## src/rtl/tlbcap_pkg.sv

```systemverilog
package tlbcap_pkg;

  typedef enum logic [1:0] {
    FK_REFILL   = 2'd0,
    FK_INVALID  = 2'd1,
    FK_MODIFIED = 2'd2,
    FK_NONE     = 2'd3
  } faultKind_e;

  localparam int CODE_W = 5;
  localparam logic [CODE_W-1:0] CODE_MOD   = 5'd1;
  localparam logic [CODE_W-1:0] CODE_LOAD  = 5'd2;
  localparam logic [CODE_W-1:0] CODE_STORE = 5'd3;

  // strobes from control to datapath
  typedef struct packed {
    logic              capture;
    logic              wrEhi;
    logic              wrCtx;
    logic [CODE_W-1:0] code;
  } capCtl_t;

endpackage

```

## src/rtl/tlbcap_ctrl.sv

```systemverilog
module tlbcap_ctrl
  import tlbcap_pkg::*;
(
  input  logic       clk,
  input  logic       rstN,
  input  logic       faultStb,
  input  logic [1:0] faultKind,
  input  logic       isStore,
  input  logic       swWrEn,
  input  logic       swWrSel,
  output capCtl_t    ctl
);

  logic accepted;

  always_comb begin
    accepted = faultStb && (faultKind != FK_NONE);
    ctl.capture = accepted;
    ctl.wrEhi = swWrEn && !accepted && !swWrSel;
    ctl.wrCtx = swWrEn && !accepted && swWrSel;
    case (faultKind)
      FK_MODIFIED: ctl.code = CODE_MOD;
      FK_REFILL,
      FK_INVALID:  ctl.code = isStore ? CODE_STORE : CODE_LOAD;
      default:     ctl.code = '0;
    endcase
  end

  // modified faults always report code 1
  p_mod_code_r8: assert property (@(posedge clk) disable iff (!rstN)
    (faultStb && faultKind == FK_MODIFIED) |-> (ctl.capture && ctl.code == CODE_MOD));

  // refill/invalid store vs load codes
  p_tlb_code_r7: assert property (@(posedge clk) disable iff (!rstN)
    (faultStb && (faultKind == FK_REFILL || faultKind == FK_INVALID))
      |-> (ctl.code == (isStore ? CODE_STORE : CODE_LOAD)));

  // a capture always wins over a software write
  p_sw_lose_r12: assert property (@(posedge clk) disable iff (!rstN)
    ctl.capture |-> !(ctl.wrEhi || ctl.wrCtx));

  // the write strobes never both fire
  p_one_wr_r11: assert property (@(posedge clk) disable iff (!rstN)
    $onehot0({ctl.wrEhi, ctl.wrCtx}));

endmodule

```

## src/rtl/tlbcap_dp.sv

```systemverilog
module tlbcap_dp
  import tlbcap_pkg::*;
#(
  parameter int VADDR_W   = 32,
  parameter int ASID_W    = 8,
  parameter int VPN_W     = 20,
  parameter int EHI_SW_W  = 3,
  parameter int PTE_W     = 9,
  parameter int CTX_LOW_W = 4,
  parameter int EHI_W     = VPN_W + EHI_SW_W + ASID_W,
  parameter int CTX_W     = PTE_W + VPN_W - 2 + CTX_LOW_W,
  parameter int WR_W      = (EHI_W > CTX_W) ? EHI_W : CTX_W
) (
  input  logic               clk,
  input  logic               rstN,
  input  capCtl_t            ctl,
  input  logic [ASID_W-1:0]  faultAsid,
  input  logic [VADDR_W-1:0] faultVaddr,
  input  logic [VPN_W-1:0]   faultVpn,
  input  logic [WR_W-1:0]    swWrData,
  output logic [VADDR_W-1:0] badVAddr,
  output logic [EHI_W-1:0]   entryHi,
  output logic [CTX_W-1:0]   ctxReg,
  output logic [CODE_W-1:0]  excCode,
  output logic               codeValid
);

  localparam int VPN2_W  = VPN_W - 2;
  localparam int EHI_X_LO = ASID_W + EHI_SW_W;
  localparam int EHI_V_LO = EHI_X_LO + 2;
  localparam int CTX_V_LO = CTX_LOW_W;

  logic [VADDR_W-1:0] badVaQ;
  logic [EHI_W-1:0]   ehiQ, ehiNext;
  logic [CTX_W-1:0]   ctxQ, ctxNext;
  logic [CODE_W-1:0]  codeQ;
  logic               validQ;

  always_comb begin
    ehiNext = ehiQ;
    ctxNext = ctxQ;
    if (ctl.capture) begin
      ehiNext[ASID_W-1:0]        = faultAsid;
      ehiNext[EHI_X_LO +: 2]     = faultVpn[1:0];
      ehiNext[EHI_V_LO +: VPN2_W] = faultVpn[VPN_W-1:2];
      ctxNext[CTX_V_LO +: VPN2_W] = faultVpn[VPN_W-1:2];
    end else begin
      if (ctl.wrEhi) ehiNext = swWrData[EHI_W-1:0];
      if (ctl.wrCtx) ctxNext = swWrData[CTX_W-1:0];
    end
  end

  always_ff @(posedge clk or negedge rstN) begin
    if (!rstN) begin
      badVaQ <= '0;
      ehiQ   <= '0;
      ctxQ   <= '0;
      codeQ  <= '0;
      validQ <= 1'b0;
    end else begin
      ehiQ   <= ehiNext;
      ctxQ   <= ctxNext;
      validQ <= ctl.capture;
      if (ctl.capture) begin
        badVaQ <= faultVaddr;
        codeQ  <= ctl.code;
      end
    end
  end

  assign badVAddr  = badVaQ;
  assign entryHi   = ehiQ;
  assign ctxReg    = ctxQ;
  assign excCode   = codeQ;
  assign codeValid = validQ;

  p_badva_r2: assert property (@(posedge clk) disable iff (!rstN)
    ctl.capture |=> badVAddr == $past(faultVaddr));

  p_asid_r3: assert property (@(posedge clk) disable iff (!rstN)
    ctl.capture |=> entryHi[ASID_W-1:0] == $past(faultAsid));

  p_vpn_r4: assert property (@(posedge clk) disable iff (!rstN)
    ctl.capture |=> (entryHi[EHI_V_LO +: VPN2_W] == $past(faultVpn[VPN_W-1:2]))
                 && (entryHi[EHI_X_LO +: 2] == $past(faultVpn[1:0])));

  p_ctx_r5: assert property (@(posedge clk) disable iff (!rstN)
    ctl.capture |=> ctxReg[CTX_V_LO +: VPN2_W] == $past(faultVpn[VPN_W-1:2]));

  p_keep_r6: assert property (@(posedge clk) disable iff (!rstN)
    ctl.capture |=> $stable(entryHi[ASID_W +: EHI_SW_W])
                 && $stable(ctxReg[CTX_W-1 -: PTE_W])
                 && $stable(ctxReg[CTX_LOW_W-1:0]));

  p_pulse_r9: assert property (@(posedge clk) disable iff (!rstN)
    ctl.capture |=> codeValid && excCode == $past(ctl.code));

  p_quiet_r10: assert property (@(posedge clk) disable iff (!rstN)
    !(ctl.capture || ctl.wrEhi || ctl.wrCtx)
      |=> $stable(entryHi) && $stable(ctxReg) && $stable(badVAddr) && !codeValid);

endmodule

```

## src/rtl/tlb_fault_capture.sv

```systemverilog
module tlb_fault_capture
  import tlbcap_pkg::*;
#(
  parameter int VADDR_W   = 32,
  parameter int ASID_W    = 8,
  parameter int VPN_W     = 20,
  parameter int EHI_SW_W  = 3,
  parameter int PTE_W     = 9,
  parameter int CTX_LOW_W = 4,
  localparam int EHI_W    = VPN_W + EHI_SW_W + ASID_W,
  localparam int CTX_W    = PTE_W + VPN_W - 2 + CTX_LOW_W,
  localparam int WR_W     = (EHI_W > CTX_W) ? EHI_W : CTX_W
) (
  input  logic               clk,
  input  logic               rstN,
  input  logic               faultStb,
  input  logic [1:0]         faultKind,
  input  logic               isStore,
  input  logic [ASID_W-1:0]  faultAsid,
  input  logic [VADDR_W-1:0] faultVaddr,
  input  logic [VPN_W-1:0]   faultVpn,
  input  logic               swWrEn,
  input  logic               swWrSel,
  input  logic [WR_W-1:0]    swWrData,
  output logic [VADDR_W-1:0] badVAddr,
  output logic [EHI_W-1:0]   entryHi,
  output logic [CTX_W-1:0]   ctxReg,
  output logic [4:0]         excCode,
  output logic               codeValid
);

  capCtl_t ctl;

  tlbcap_ctrl u_ctrl (
    .clk      (clk),
    .rstN     (rstN),
    .faultStb (faultStb),
    .faultKind(faultKind),
    .isStore  (isStore),
    .swWrEn   (swWrEn),
    .swWrSel  (swWrSel),
    .ctl      (ctl)
  );

  tlbcap_dp #(
    .VADDR_W  (VADDR_W),
    .ASID_W   (ASID_W),
    .VPN_W    (VPN_W),
    .EHI_SW_W (EHI_SW_W),
    .PTE_W    (PTE_W),
    .CTX_LOW_W(CTX_LOW_W),
    .EHI_W    (EHI_W),
    .CTX_W    (CTX_W),
    .WR_W     (WR_W)
  ) u_dp (
    .clk       (clk),
    .rstN      (rstN),
    .ctl       (ctl),
    .faultAsid (faultAsid),
    .faultVaddr(faultVaddr),
    .faultVpn  (faultVpn),
    .swWrData  (swWrData),
    .badVAddr  (badVAddr),
    .entryHi   (entryHi),
    .ctxReg    (ctxReg),
    .excCode   (excCode),
    .codeValid (codeValid)
  );

endmodule

```

## config.mk

```make
export PLATFORM = sky130hd
export DESIGN_NAME = tlb_fault_capture
export DESIGN_NICKNAME = d
export VERILOG_FILES = /design/src/rtl/tlbcap_pkg.sv /design/src/rtl/tlbcap_ctrl.sv /design/src/rtl/tlbcap_dp.sv /design/src/rtl/tlb_fault_capture.sv
export SDC_FILE = /design/constraint.sdc
export NUM_CORES = 1
export LEC_CHECK = 0
export BUFFER_PORTS_ARGS = -buffer_cell sky130_fd_sc_hd__buf_2
export CAP_MARGIN = 20
export CELL_PAD_IN_SITES_DETAIL_PLACEMENT = 0
export CELL_PAD_IN_SITES_GLOBAL_PLACEMENT = 1
export CORE_ASPECT_RATIO = 0.6
export CORE_MARGIN = 2
export CORE_UTILIZATION = 39
export DETAILED_ROUTE_END_ITERATION = 8
export PLACE_DENSITY_LB_ADDON = 0.12
export SLEW_MARGIN = 15
export SYNTH_ARGS = -nofsm -noshare
export SYNTH_HDL_FRONTEND = slang
export SYNTH_HIERARCHICAL = 1
export SYNTH_SLANG_ARGS = --single-unit
```

## constraint.sdc

```tcl
create_clock -name clk -period 2.12 [get_ports clk]
set_input_delay 0.106 -clock clk [delete_from_list [all_inputs] [get_ports clk]]
set_output_delay 0.106 -clock clk [all_outputs]
set_load 0.02 [all_outputs]
```

==> impl_metrics.json, run 1 <==
{
  "wl_per_cell_um": 16.3,
  "hold_path_end": "u_dp/badVAddr[0]",
  "io_buffers": 198,
  "numCtsBuffers": 9,
  "seq_area_um2": 2500,
  "p_per_area_nw_per_um2": 884,
  "yosysSeqAreaShare_pct": 57.6,
  "drv_slew": 0,
  "slowest_delay_ns": 0.37,
  "routabilityCongestion": 0.710,
  "hp-start": "faultVaddr[0]",
  "drtIter0Drc": 89,
  "min_path_type": "in2reg",
  "start_util_pct": 40.6,
  "cts_hold_repair.buffers": 31,
  "cts_tree": "built",
  "clkLatencyLatePin_ns": 0.33,
  "clock_skew_ns": 0,
  "fin_ws_ns": 0.721,
  "htreeDepth": 3,
  "multi_input_area_um2": 1720,
  "cts_sinks": 100,
  "track_usage_pct": 18.3,
  "hpwl_um": 7790,
  "hold_ws_ns": 0.00854,
  "ctsResizeCount": 0,
  "vias": 3079,
  "globalRouteOverflowTotal": 0,
  "crit_arrival_ns": 1.61,
  "antenna_found_initial": 0,
  "post_drt_via_cell_ratio": 4.66,
  "fp-row-count": 29,
  "cap_violations": 0,
  "final.period_utilization_pct": 66.0,
  "r2r_start": "u_dp/ctxReg[19]",
  "hold_viol": 0,
  "die_area_um2": 12000,
  "setup_viol": 0,
  "drive_above_1_share_pct": 66.7,
  "ys.flop_type": "dfrtp_1",
  "ant_nets": 0,
  "wirelength_um": 10800,
  "fillers": 926,
  "drc_errors": 0,
  "status": "completed",
  "dieHeight_um": 85.8,
  "r2r_cells": 2,
  "ios": 199,
  "rsz0062_at_grt": "false",
  "post_cts_buffers": 0,
  "die_w_um": 140,
  "yosysUniqueCellTypes": 18,
  "grt_pass1_wl_um": 17200,
  "yosys_warnings": 6,
  "synth_seq_cells": 100,
  "final_common_cell": "buf_2",
  "nets": 616,
  "clk_pin_slew_worst_paths_ns": 0.07,
  "cp_max_fo": 20,
  "synth_cells": 285,
  "place_ws_ns": 0.362,
  "fmax_mhz": 715,
  "grt_pass1_vias": 3373,
  "peakVddDrop_mv": 0.399,
  "startpoint_type": "input port",
  "hold_path_depth": 2,
  "drt_pass1_iterations": 4,
  "syn2layout_area_growth_pct": 40.1,
  "clk_path_buf_depth": 2,
  "critPathCaptureType": "flop",
  "crit_type": "in2reg",
  "worstPathRequired_ns": 2.33,
  "fin_crit_ns": 1.40,
  "grt_max_degree": 77,
  "synth_enable_flop_cells": 0,
  "slowest_stage": "mux2_2",
  "coreArea_um2": 10700,
  "syn_area_um2": 4350,
  "async_flop_share_pct": 100,
  "p_leak_nw": 2.90,
  "r2r_end": "u_dp/ctxReg[19]",
  "crit_top_cell": "buf_4",
  "cts-root-buf": "clkbuf_16",
  "r2r_setup_slack_ns": 1.09,
  "final_cell_mix": "buf_2, mux2_2, dfrtp_1",
  "diodes": 0,
  "setup_tns_ns": 0,
  "syn_area_per_cell_um2": 15.3,
  "cp_cell_sequence": "buf_2 -> a21boi_4 -> buf_4 -> nand2b_1 -> buf_4 -> mux2_2"
}
critical path, delay by kind of cell:
family	cells	cell delay [ns]
buffers and inverters	3	0.69
AO/OA/AOI/OAI	1	0.26
AND/OR/NAND/NOR	1	0.17
multiplexers	1	0.37
per-stage QoR:
stage	power [W]	utilization, %	cell area (um^2)	std cells
finish	0.00538	56.9	6090	661
global route	0.00567	56.9	6090	661
CTS	0.00545	56.8	6080	660
detailed placement	0.00379	51.2	5480	613
global placement	0.00376	51.2	5480	613
floorplan	0.00323	-	4350	287
cells by family after synthesis:
| family | synth area share [%] |
|---|---|
| buffers and inverters | 3.51 |
| AO/OA/AOI/OAI | 1.53 |
| multiplexers | 35.5 |
| other | 0.0863 |
| flip-flops | 57.6 |
| AND/OR/NAND/NOR | 1.76 |
flip-flops by register name, summed over array words and instances (netlist names):
name and cells:
u_dp/ctxReg 31, u_dp/badVAddr 32, u_dp/codeValid 1, u_dp/entryHi 31
u_dp/excCode 5
power by group:
| part | leakage, nW | switching [W] | internal [W] | total [W] |
|---|---|---|---|---|
| Clock | 0.133 | 0.000689 | 0.000915 | 0.00160 |
| Sequential | 1.18 | 0.000138 | 0.00220 | 0.00234 |
| Combinational | 1.59 | 0.000773 | 0.000665 | 0.00144 |
| Total | 2.90 | 0.00160 | 0.00378 | 0.00538 |
layout make-up:
class	instances	share of cell area, %
sequential	100	41.1
multi-input combinational	166	28.2
timing repair buffer	239	23.1
clock buffer	12	3.88
tap	139	2.86
clock inverter	4	0.822
inverter	1	0.0617
synth_stat cells (3+ instances only):
cell type    n  share of area, %
buf_4       12               2.1
nand2_1     11              0.95
o21ai_0     11               1.3
buf_2        4              0.46
nand2b_1     3              0.43
mux2i_1     10               2.3
dfrtp_1    100                58
mux2_4      10               3.5
mux2_2     115                30
how the worst max path moves through the flow:
stage / start / endpoint / slack, ns / cells after the start
final: faultKind[1] / u_dp/ctxReg[25] / 0.72 / 6
after global routing: faultKind[1] / u_dp/ctxReg[25] / 0.65 / 6
after CTS: faultStb / u_dp/ctxReg[10] / 0.72 / 6
after detailed placement: faultKind[1] / u_dp/ctxReg[25] / 0.36 / 6
after global placement: faultStb / u_dp/ctxReg[9] / 0.39 / 6
after floorplan: faultStb / u_dp/entryHi[21] / 0.77 / 5
metal layers:
layer | global-route usage, % | wire length, um
met3 | 6.03 | 733
met1 | 23.7 | 4890
met4 | 4.13 | 94
met5 | 0 | 0
met2 | 30.3 | 5060
No activity file was read; power rests on OpenSTA's default activity.
==> inputs of run 2 (changes only) <==
CORE_UTILIZATION = 33   (was 39)
clock period = 1.2 ns   (was 2.12 ns; I/O delays follow)
==> run 2 against run 1 <==
  * Hold slack improved by 0.028 ns
  * Utilization fell by 4.2 points
  * Worst setup slack got worse by 0.70 ns
  * Largest cell class unchanged
  * Largest power group unchanged
==> impl_metrics.json, run 2 (synthesis results as in run 1) <==
{
  "wl_per_cell_um": 15.6,
  "fillers": 1128,
  "endpoint": "u_dp/entryHi[22]",
  "wirelength_um": 11800,
  "setup_viol": 0,
  "grt_pass1_vias": 3684,
  "p_per_area_nw_per_um2": 1420,
  "track_usage_pct": 17.1,
  "design_area_um2": 6770,
  "worstPathRequired_ns": 1.42,
  "diodes": 0,
  "antenna_found_initial": 0,
  "final_common_cell": "buf_2",
  "die_w_um": 152,
  "nets": 678,
  "numCtsBuffers": 9,
  "p_leak_nw": 3.22,
  "fmax_mhz": 846,
  "startpoint_type": "input port",
  "fin_cells": 754,
  "final_cell_mix": "buf_2, mux2_2, dfrtp_1",
  "clock_skew_ns": 0,
  "ant_nets": 0,
  "fp-row-count": 32,
  "start_util_pct": 33.8,
  "crit_start": "faultStb",
  "r2r_cells": 2,
  "grt_pass1_wl_um": 18900,
  "coreArea_um2": 12900,
  "cp.depth": 7,
  "io_buffers": 198,
  "hpwl_um": 8380,
  "post_drt_via_cell_ratio": 4.44,
  "crit_type": "in2reg",
  "cts-root-buf": "clkbuf_16",
  "dp.cells": 654,
  "placed_area_um2": 5620,
  "hold_path_depth": 3,
  "globalRouteOverflowTotal": 0,
  "r2r_start": "u_dp/entryHi[24]",
  "routabilityCongestion": 0.724,
  "cp_cell_sequence": "buf_2 -> a21boi_4 -> nor3b_4 -> buf_6 -> buf_8 -> mux2_2 -> mux2_2",
  "ios": 199,
  "cts_sinks": 100,
  "final.period_utilization_pct": 98.5,
  "drc_errors": 0,
  "die_area_um2": 14100,
  "peakVddDrop_mv": 0.638,
  "min_path_type": "in2reg",
  "hold_viol": 0,
  "place_ws_ns": -0.359,
  "dieHeight_um": 92.9,
  "r2r_setup_slack_ns": 0.16,
  "drt_pass1_iterations": 4,
  "clkLatencyLatePin_ns": 0.33,
  "slowest_delay_ns": 0.33,
  "htreeDepth": 3,
  "crit_top_cell": "mux2_2",
  "largest_reg_flops": 32,
  "cp_max_fo": 7,
  "cts_tree": "built",
  "rsz0062_at_grt": "true",
  "critPathCaptureType": "flop",
  "cp.buffers_inverters": 3,
  "syn2layout_area_growth_pct": 55.8,
  "crit_arrival_ns": 1.40,
  "drtIter0Drc": 58,
  "fin_crit_ns": 1.18,
  "vias": 3347,
  "grt_max_degree": 44,
  "drive_above_1_share_pct": 62.7,
  "slowest_stage": "mux2_2",
  "cp_top_family": "multiplexers",
  "clk_path_buf_depth": 2,
  "r2r_end": "u_dp/entryHi[24]",
  "setup_tns_ns": 0,
  "cap_violations": 0,
  "hold_ws_ns": 0.0362,
  "status": "completed",
  "drv_slew": 0,
  "clk_pin_slew_worst_paths_ns": 0.07,
  "fin_ws_ns": 0.0175
}
## run 2: cell types whose count changed in the layout (fill, tap and decap cells not counted), moves of 2 or more
cell	before	now
dlygate4sd3_1	32	77
buf_4	8	20
clkinv_4	0	2
mux2_2	115	106
mux2_4	10	19
buf_8	0	2
buf_6	0	2
## run 2: power by group
part           total (W)  internal [W]  switching, W
Combinational    0.00275       0.00135       0.00141
Clock            0.00275       0.00148       0.00126
Sequential       0.00414       0.00389      0.000250
Total            0.00964       0.00671       0.00292
## run 2: layout make-up
cell class / instances / area (um^2) / share of cell area [%]
sequential: 100 / 2500 / 36.9
inverter: 1 / 3.75 / 0.0554
timing repair buffer: 301 / 2020 / 29.8
tap: 170 / 213 / 3.14
multi-input combinational: 166 / 1750 / 25.9
clock inverter: 4 / 33.8 / 0.499
clock buffer: 12 / 246 / 3.64
## run 2: worst min path at each step
stage / from / endpoint / slack [ns]
2_1_floorplan: rstN / u_dp/badVAddr[0] / -0.24
5_1_grt: swWrData[4] / u_dp/entryHi[4] / 0.04
3_5_place_dp: rstN / u_dp/badVAddr[14] / -0.04
6_report: swWrData[12] / u_dp/entryHi[12] / 0.04
3_3_place_gp: rstN / u_dp/badVAddr[14] / -0.05
4_1_cts: swWrData[12] / u_dp/entryHi[12] / 0.02
## run 2: metal layers
metal	vias up	wire length [um]	part of all wire [%]	track usage, %
met4	0	94	0.80	3.89
met2	107	5490	47	28.2
met3	9	824	7.0	5.90
met5	-	0	0	0
li1	1593	-	-	-
met1	1638	5350	45	21.7
## run 2: timing repair
| action | CTS | global route |
|---|---|---|
| hold buffers | 77 | 0 |
| gates resized for setup | 0 | 15 |
| hold endpoints to repair | 194 | 0 |
| setup endpoints to repair | 1 | 16 |
| pin swaps | 0 | 1 |
| setup buffers | 0 | 6 |
| gates cloned | 0 | 1 |
## run 2: metrics by stage
| step | power [W] | utilization [%] |
|---|---|---|
| after floorplan | 0.00572 | - |
| after global placement | 0.00669 | 43.7 |
| after detailed placement | 0.00673 | 43.7 |
| after CTS | 0.00974 | 51.9 |
| after global routing | 0.0102 | 52.7 |
| final | 0.00964 | 52.7 |
## run 2: worst reg2reg max path: cells and delay by family (launching register included)
family	cells	cell delay, ns
DFF	1	0.40
muxes	2	0.53
